**src/rtl/eeprom_i2c_pkg.sv**
```systemverilog
package eeprom_i2c_pkg;
    localparam int AW = 8;

    typedef enum logic [3:0] {
        S_IDLE,
        S_DEV,
        S_DACK,
        S_WADDR,
        S_AACK,
        S_WDATA,
        S_WACK,
        S_RDATA,
        S_RACK,
        S_COMMIT
    } state_t;
endpackage

```
**src/rtl/i2c_bus_cond.sv**
```systemverilog
module i2c_bus_cond (
    input  logic clk,
    input  logic rst_n,
    input  logic scl_i,
    input  logic sda_i,
    output logic scl_rise_o,
    output logic scl_fall_o,
    output logic start_o,
    output logic stop_o
);
    logic scl_q, sda_q;

    always_ff @(posedge clk or negedge rst_n) begin
        if (!rst_n) begin
            scl_q <= 1'b1;
            sda_q <= 1'b1;
        end else begin
            scl_q <= scl_i;
            sda_q <= sda_i;
        end
    end

    assign scl_rise_o = scl_i & ~scl_q;
    assign scl_fall_o = ~scl_i & scl_q;
    assign start_o    = scl_i & scl_q & sda_q & ~sda_i;
    assign stop_o     = scl_i & scl_q & ~sda_q & sda_i;
endmodule

```
**src/rtl/page_buf.sv**
```systemverilog
module page_buf #(
    parameter int PAGE_BYTES = 8,
    localparam int PW = $clog2(PAGE_BYTES)
) (
    input  logic                  clk,
    input  logic                  rst_n,
    input  logic                  clr_i,
    input  logic                  wr_i,
    input  logic [PW-1:0]         widx_i,
    input  logic [7:0]            wdata_i,
    input  logic [PW-1:0]         ridx_i,
    output logic [7:0]            rdata_o,
    output logic [PAGE_BYTES-1:0] valid_o
);
    logic [7:0] slot_q  [PAGE_BYTES];
    logic       valid_q [PAGE_BYTES];

    for (genvar i = 0; i < PAGE_BYTES; i++) begin : g_slot
        always_ff @(posedge clk or negedge rst_n) begin
            if (!rst_n) begin
                slot_q[i]  <= '0;
                valid_q[i] <= 1'b0;
            end else if (clr_i) begin
                valid_q[i] <= 1'b0;
            end else if (wr_i && widx_i == PW'(i)) begin
                slot_q[i]  <= wdata_i;
                valid_q[i] <= 1'b1;
            end
        end
        assign valid_o[i] = valid_q[i];
    end

    assign rdata_o = slot_q[ridx_i];
endmodule

```
**src/rtl/wr_timer.sv**
```systemverilog
module wr_timer #(
    parameter int WR_CYCLES = 1000,
    localparam int CW = $clog2(WR_CYCLES + 1)
) (
    input  logic clk,
    input  logic rst_n,
    input  logic start_i,
    output logic busy_o
);
    logic [CW-1:0] cnt_q;

    always_ff @(posedge clk or negedge rst_n) begin
        if (!rst_n)              cnt_q <= '0;
        else if (start_i)        cnt_q <= CW'(WR_CYCLES);
        else if (cnt_q != '0)    cnt_q <= cnt_q - 1'b1;
    end

    assign busy_o = (cnt_q != '0);
endmodule

```
**src/rtl/eeprom_i2c_target.sv**
```systemverilog
module eeprom_i2c_target
    import eeprom_i2c_pkg::*;
#(
    parameter int         PAGE_BYTES = 8,
    parameter int         WR_CYCLES  = 1000,
    parameter logic [6:0] DEV_ID     = 7'b1010000,
    localparam int        PW         = $clog2(PAGE_BYTES)
) (
    input  logic          clk,
    input  logic          rst_n,
    input  logic          scl_i,
    input  logic          sda_i,
    input  logic          wp_i,
    input  logic          vclk_i,
    input  logic          mode_en_i,
    output logic          sda_oe_o,
    output logic          match_o,
    output logic [AW-1:0] mem_raddr_o,
    input  logic [7:0]    mem_rdata_i,
    output logic          mem_we_o,
    output logic [AW-1:0] mem_waddr_o,
    output logic [7:0]    mem_wdata_o
);
    logic scl_rise, scl_fall, bus_start, bus_stop;
    state_t state, state_d;
    logic [3:0] bitcnt;
    logic [7:0] shreg, txreg;
    logic [AW-1:0] ptr;
    logic [PW-1:0] col, cidx;
    logic rw_rd, mack;
    logic tmr_busy, wr_busy, dev_ok, commit_ok;
    logic pb_clr, pb_wr;
    logic [7:0] pb_rdata;
    logic [PAGE_BYTES-1:0] pb_valid;
    logic [2:0] tx_idx;

    i2c_bus_cond u_cond (
        .clk(clk), .rst_n(rst_n), .scl_i(scl_i), .sda_i(sda_i),
        .scl_rise_o(scl_rise), .scl_fall_o(scl_fall),
        .start_o(bus_start), .stop_o(bus_stop)
    );

    page_buf #(.PAGE_BYTES(PAGE_BYTES)) u_page (
        .clk(clk), .rst_n(rst_n), .clr_i(pb_clr), .wr_i(pb_wr),
        .widx_i(col), .wdata_i(shreg), .ridx_i(cidx),
        .rdata_o(pb_rdata), .valid_o(pb_valid)
    );

    wr_timer #(.WR_CYCLES(WR_CYCLES)) u_timer (
        .clk(clk), .rst_n(rst_n),
        .start_i(state == S_COMMIT && cidx == PW'(PAGE_BYTES - 1)),
        .busy_o(tmr_busy)
    );

    assign wr_busy   = tmr_busy | (state == S_COMMIT);
    assign dev_ok    = (shreg[7:1] == DEV_ID) && !wr_busy;
    assign commit_ok = (state == S_WDATA) && (|pb_valid) && !wp_i && vclk_i;
    assign tx_idx    = 3'(4'd7 - bitcnt);

    // state register
    always_ff @(posedge clk or negedge rst_n) begin
        if (!rst_n) state <= S_IDLE;
        else        state <= state_d;
    end

    // next-state logic
    always_comb begin
        state_d = state;
        if (state == S_COMMIT) begin
            if (cidx == PW'(PAGE_BYTES - 1)) state_d = S_IDLE;
        end else if (!mode_en_i) begin
            state_d = S_IDLE;
        end else if (bus_stop) begin
            state_d = commit_ok ? S_COMMIT : S_IDLE;
        end else if (bus_start) begin
            state_d = S_DEV;
        end else if (scl_fall) begin
            unique case (state)
                S_DEV:   if (bitcnt == 4'd8) state_d = dev_ok ? S_DACK : S_IDLE;
                S_DACK:  state_d = rw_rd ? S_RDATA : S_WADDR;
                S_WADDR: if (bitcnt == 4'd8) state_d = S_AACK;
                S_AACK:  state_d = S_WDATA;
                S_WDATA: if (bitcnt == 4'd8) state_d = S_WACK;
                S_WACK:  state_d = S_WDATA;
                S_RDATA: if (bitcnt == 4'd8) state_d = S_RACK;
                S_RACK:  state_d = mack ? S_RDATA : S_IDLE;
                default: state_d = state;
            endcase
        end
    end

    assign pb_clr = (state == S_WADDR) && (state_d == S_AACK);
    assign pb_wr  = (state == S_WDATA) && (state_d == S_WACK);

    // outputs and datapath
    always_ff @(posedge clk or negedge rst_n) begin
        if (!rst_n) begin
            bitcnt   <= '0;
            shreg    <= '0;
            txreg    <= '0;
            ptr      <= '0;
            col      <= '0;
            cidx     <= '0;
            rw_rd    <= 1'b0;
            mack     <= 1'b0;
            sda_oe_o <= 1'b0;
            match_o  <= 1'b0;
        end else begin
            match_o <= 1'b0;
            if (scl_rise && (state == S_DEV || state == S_WADDR ||
                             state == S_WDATA || state == S_RDATA)) begin
                bitcnt <= bitcnt + 1'b1;
                shreg  <= {shreg[6:0], sda_i};
            end
            if (scl_rise && state == S_RACK) mack <= !sda_i;
            if (state == S_COMMIT) cidx <= cidx + 1'b1;
            if (state_d != state || bus_start) begin
                unique case (state_d)
                    S_DEV, S_WADDR, S_WDATA: begin
                        bitcnt   <= '0;
                        sda_oe_o <= 1'b0;
                    end
                    S_DACK: begin
                        sda_oe_o <= 1'b1;
                        match_o  <= 1'b1;
                        rw_rd    <= shreg[0];
                    end
                    S_AACK: begin
                        sda_oe_o <= 1'b1;
                        ptr      <= shreg;
                        col      <= shreg[PW-1:0];
                    end
                    S_WACK: begin
                        sda_oe_o <= 1'b1;
                        col      <= col + 1'b1;
                    end
                    S_RDATA: begin
                        bitcnt   <= '0;
                        txreg    <= mem_rdata_i;
                        sda_oe_o <= !mem_rdata_i[7];
                    end
                    S_RACK: begin
                        sda_oe_o <= 1'b0;
                        ptr      <= ptr + 1'b1;
                    end
                    S_COMMIT: begin
                        cidx     <= '0;
                        sda_oe_o <= 1'b0;
                    end
                    default: sda_oe_o <= 1'b0;
                endcase
            end else if (state == S_RDATA && scl_fall) begin
                sda_oe_o <= !txreg[tx_idx];
            end
        end
    end

    assign mem_raddr_o = ptr;
    assign mem_we_o    = (state == S_COMMIT) && pb_valid[cidx];
    assign mem_waddr_o = {ptr[AW-1:PW], cidx};
    assign mem_wdata_o = pb_rdata;
endmodule

```
**config.mk**
```make
export PLATFORM = sky130hd
export DESIGN_NAME = eeprom_i2c_target
export DESIGN_NICKNAME = d
export VERILOG_FILES = /design/src/rtl/eeprom_i2c_pkg.sv /design/src/rtl/i2c_bus_cond.sv /design/src/rtl/page_buf.sv /design/src/rtl/wr_timer.sv /design/src/rtl/eeprom_i2c_target.sv
export SDC_FILE = /design/constraint.sdc
export NUM_CORES = 1
export LEC_CHECK = 0
export BUFFER_PORTS_ARGS = -buffer_cell sky130_fd_sc_hd__clkbuf_2
export CORE_ASPECT_RATIO = 0.9
export CORE_MARGIN = 5
export CORE_UTILIZATION = 30
export CTS_CLUSTER_SIZE = 30
export DETAILED_ROUTE_END_ITERATION = 8
export PLACE_DENSITY = 0.5
export REMOVE_ABC_BUFFERS = 1
export SKIP_CTS_REPAIR_TIMING = 1
export SLEW_MARGIN = 20
export SYNTH_ARGS = -nofsm -noshare
export SYNTH_HDL_FRONTEND = slang
export SYNTH_SLANG_ARGS = --single-unit
```
**constraint.sdc**
```tcl
create_clock -name clk -period 5.4 [get_ports clk]
set_clock_uncertainty 0.15 [all_clocks]
set_input_delay 0.27 -clock clk [delete_from_list [all_inputs] [get_ports clk]]
set_output_delay 0.27 -clock clk [all_outputs]
set_load 0.01 [all_outputs]
```
==> key figures <==
Status
  – Status: finished, final reports clean

Global route
  – Vias in the first global route: 4,551
  – Total gr overflow: 0
  – Largest net degree at the start of global routing: 83
  – Initial antenna violation count: 0
  – Global-route wire length before repair: 24,800 um
  – GRT Overall Usage: 12.5%

Floorplanning
  – Effective utilization at floorplan: 30.5%
  – DIE HEIGHT: 151 um
  – I/O pin cnt: 42
  – Core area: 21,600 um^2
  – Cell Rows: 51
  – Die Wd: 166 um
  – Die area: 25,000 um^2

Hold path
  – Worst min path class: input pin to register
  – Hold Path Sink: state[2]$_DFF_PN0_
  – Hold path cells: 3
  – Min-delay src: mode_en_i

Clock tree
  – Clock Tree Buf Depth: 2
  – Number of H-tree levels: 4
  – Clock Latency Late Sink: 0.41 ns
  – Clock-pin slew of the registers on the worst-case setup and hold paths: 0.06 ns
  – Inserted Clock Buffers: 17
  – # clock sinks: 126
  – CTS tree: yes
  – Root buf cell: clkbuf_16

Worst setup path
  – Slowest Stage Delay on Critical Path: 0.74 ns
  – Critical R2R Capture: u_page.slot_q[52]$_DFFE_PN0P_
  – WP buf/inv: 0
  – CP Launch Type: register
  – Crit. End Element: register
  – Worst flop-to-flop path startpoint: state[3]$_DFF_PN0_
  – Critical-path cell list: and4bb_1 -> o2111ai_1 -> nand2_1 -> a31oi_4 -> nand3_1 -> nor2_2 -> nand4_2 -> mux2_2
  – Reg2Reg Depth: 8
  – Critical path data arrival time: 4.13 ns
  – Reg2Reg Setup Slack: 1.42 ns
  – Cell family with most CP delay: simple AND/OR/NAND/NOR gates
  – CP required: 5.54 ns
  – Worst path slowest cell: dfrtp_1
  – Setup CP Type: register to register
  – CP Depth: 8
  – Max FO, Critical Path: 21

STA
  – Final Max Slew Viols: 0
  – Rel. slew slack: 26.8%
  – Final number of hold-violating endpoints: 0
  – Fin crit period: 3.98 ns
  – Final setup fails: 0
  – Fmax: 0.251 GHz
  – Tcrit/Tclk final: 73.8%
  – Setup TNS Final: 0 ns
  – Slew @ Worst Pin: 1.09 ns
  – RSZ-0062 raised after global routing: no

Power
  – Sw Ratio: 28.4%
  – Comb pwr share: 11.8%
  – Psw: 751 uW
  – Worst vdd ir: 0.173 mV
  – PwrDens: 343 nW/um^2
  – Flop pwr share: 45.0%
  – Clock share of power: 43.2%
  – LEAKAGE: 3.61 nW
  – Power Internal: 1.89 mW

Finish
  – Diode count: 0
  – Share of cells above drive strength 1: 36.4%
  – # nets final: 598
  – Fill count: 2,120
  – Layout area overhead: 16.9%
  – Area of the multi-input gates: 3160 um^2
  – Layout Cells excl Fill: 874
  – Seq. cell area: 3160 um^2

Route
  – Drt pass-1 iters: 4
  – Post-route ant nets: 0
  – Starting DRT DRC Count: 365
  – DR vias: 4,316
  – DRC: 0
  – Total wire length: 14,900 um
  – Via density per instance: 4.94
  – WL/cell: 17.0 um

Synth
  – Mapped Area: 6590 um^2
  – FFs w/ async S/R, synth: 100%
  – Synth Warn #: 0
  – Post-synth EDFFs: 0
  – Part of the Yosys area used for sequential elements: 47.9%
  – Post-synth top flop: dfrtp_1
  – Syn Area/Cell: 12.4 um^2
  – Distinct cells, synth: 67
  – Flop and latch count out of synthesis: 126
  – Synthesized instance count: 532

Placed design
  – Post-DP HPWL: 10,100 um
  – Placed cells: 831
  – RePlAce Congestion: 0.840
  – Port bufs: 41

Job
  – Max Cap Viol: 0
cell usage in the layout, fill, tap and decap left out, drive strengths merged, types with 13 or more instances in the layout:
cell type and instances:
a21oi 16, clkbuf 60, dfrtp 124, ha 13, inv 22, mux2 89
mux4 20, nand2 44, nand3 15, nor2 24
synthesized netlist by cell type, drive strengths merged, types with 4 or more instances:
library cell / instances / area share [%]
dfrtp: 124 / 47
mux2: 89 / 15
nand2: 44 / 2.5
nor2: 24 / 1.4
inv: 21 / 1.2
mux4: 20 / 6.8
buf: 18 / 2.0
clkbuf: 18 / 1.0
a21oi: 16 / 1.4
nand3: 15 / 1.4
ha: 13 / 2.5
mux2i: 11 / 1.7
o21ai: 10 / 0.76
nand4: 8 / 2.0
nor4: 8 / 0.99
nor3: 7 / 0.68
nand2b: 6 / 0.57
xnor2: 6 / 0.80
or3: 5 / 0.47
or4: 5 / 0.68
a211oi: 4 / 0.46
o31ai: 4 / 0.66
xor2: 4 / 0.53
routing by layer:
layer  vias to the layer above  global-route usage (%)  share of wire [%]
met4                         0                    4.25                1.5
li1                       2025                       -                  -
met2                        73                    19.9                 47
met3                        14                    2.42                2.5
met1                      2204                    17.4                 49
met5                         -                       0                  0
sequential cells by signal (all words and copies together), names as in the netlist:
| signal | count |
|---|---|
| cidx | 3 |
| u_cond.scl_q | 1 |
| shreg | 8 |
| u_timer.cnt_q | 10 |
| bitcnt | 4 |
| rw_rd | 1 |
| txreg | 8 |
| mack | 1 |
| mem_raddr_o | 8 |
| u_page.valid_o | 8 |
| col | 3 |
| state | 4 |
| u_page.slot_q | 64 |
| sda_oe_o | 1 |
| match_o | 1 |
| u_cond.sda_q | 1 |
logic make-up (layout without fill, tap and decap cells):
group                      count (synthesis)  count (layout)  synth area share (%)
adders and majority gates                 13              13                  2.47
DFF                                      126             126                  47.9
xor gates and xnor gates                  10              10                  1.33
muxes                                    120             120                  23.7
and+or+nand+nor                          147             147                  13.9
AOI/OAI and AO/OA                         59              59                  6.53
buffers and inverters                     57             108                  4.19
power by group through the flow:
stage	Combinational [mW]	Clock [mW]	Sequential, mW
floorplan	0.213	0	1.16
global placement	0.303	0	1.20
detailed placement	0.310	0	1.21
CTS	0.311	1.17	1.19
global route	0.355	1.21	1.21
finish	0.311	1.14	1.19
worst reg2reg max path: stages (launching register included):
cell and delay [ns]:
dfrtp_1 0.74, and4bb_1 0.51, o2111ai_1 0.25, nand2_1 0.17
a31oi_4 0.30, nand3_1 0.20, nor2_2 0.67, nand4_2 0.46
mux2_2 0.42
final cells by class:
class                           count  area share (%)
Sequential cell                   126            41.0
Multi-Input combinational cell    349            41.0
Inverter                           21            1.02
Clock buffer                       20            6.06
Timing Repair Buffer               55            4.47
Tap cell                          291            4.73
Clock inverter                     12            1.75
through the flow:
| stage | util [%] | power, mW | cell area, um^2 | hold slack (ns) | worst slack, ns |
|---|---|---|---|---|---|
| 3_3_place_gp | 32.3 | 1.51 | 6990 | 0.287 | 1.54 |
| 4_1_cts | 35.1 | 2.67 | 7590 | -0.156 | 1.42 |
| 2_1_floorplan | - | 1.37 | 6390 | -0.176 | 1.83 |
| 6_report | 35.6 | 2.64 | 7700 | 0.229 | 1.42 |
| 3_5_place_dp | 32.3 | 1.52 | 6990 | 0.285 | 1.45 |
| 5_1_grt | 35.6 | 2.78 | 7700 | 0.241 | 1.20 |
how the worst max path moves through the flow:
stage / to / start / slack [ns]
6_report: u_page.slot_q[52]$_DFFE_PN0P_ / state[3]$_DFF_PN0_ / 1.42
5_1_grt: u_page.slot_q[52]$_DFFE_PN0P_ / state[3]$_DFF_PN0_ / 1.20
4_1_cts: u_page.slot_q[52]$_DFFE_PN0P_ / state[3]$_DFF_PN0_ / 1.42
3_5_place_dp: u_page.slot_q[53]$_DFFE_PN0P_ / state[3]$_DFF_PN0_ / 1.45
3_3_place_gp: u_page.slot_q[51]$_DFFE_PN0P_ / state[1]$_DFF_PN0_ / 1.54
2_1_floorplan: u_page.slot_q[48]$_DFFE_PN0P_ / cidx[0]$_DFF_PN0_ / 1.83
Note: power is estimated with default switching activity, not from simulation.
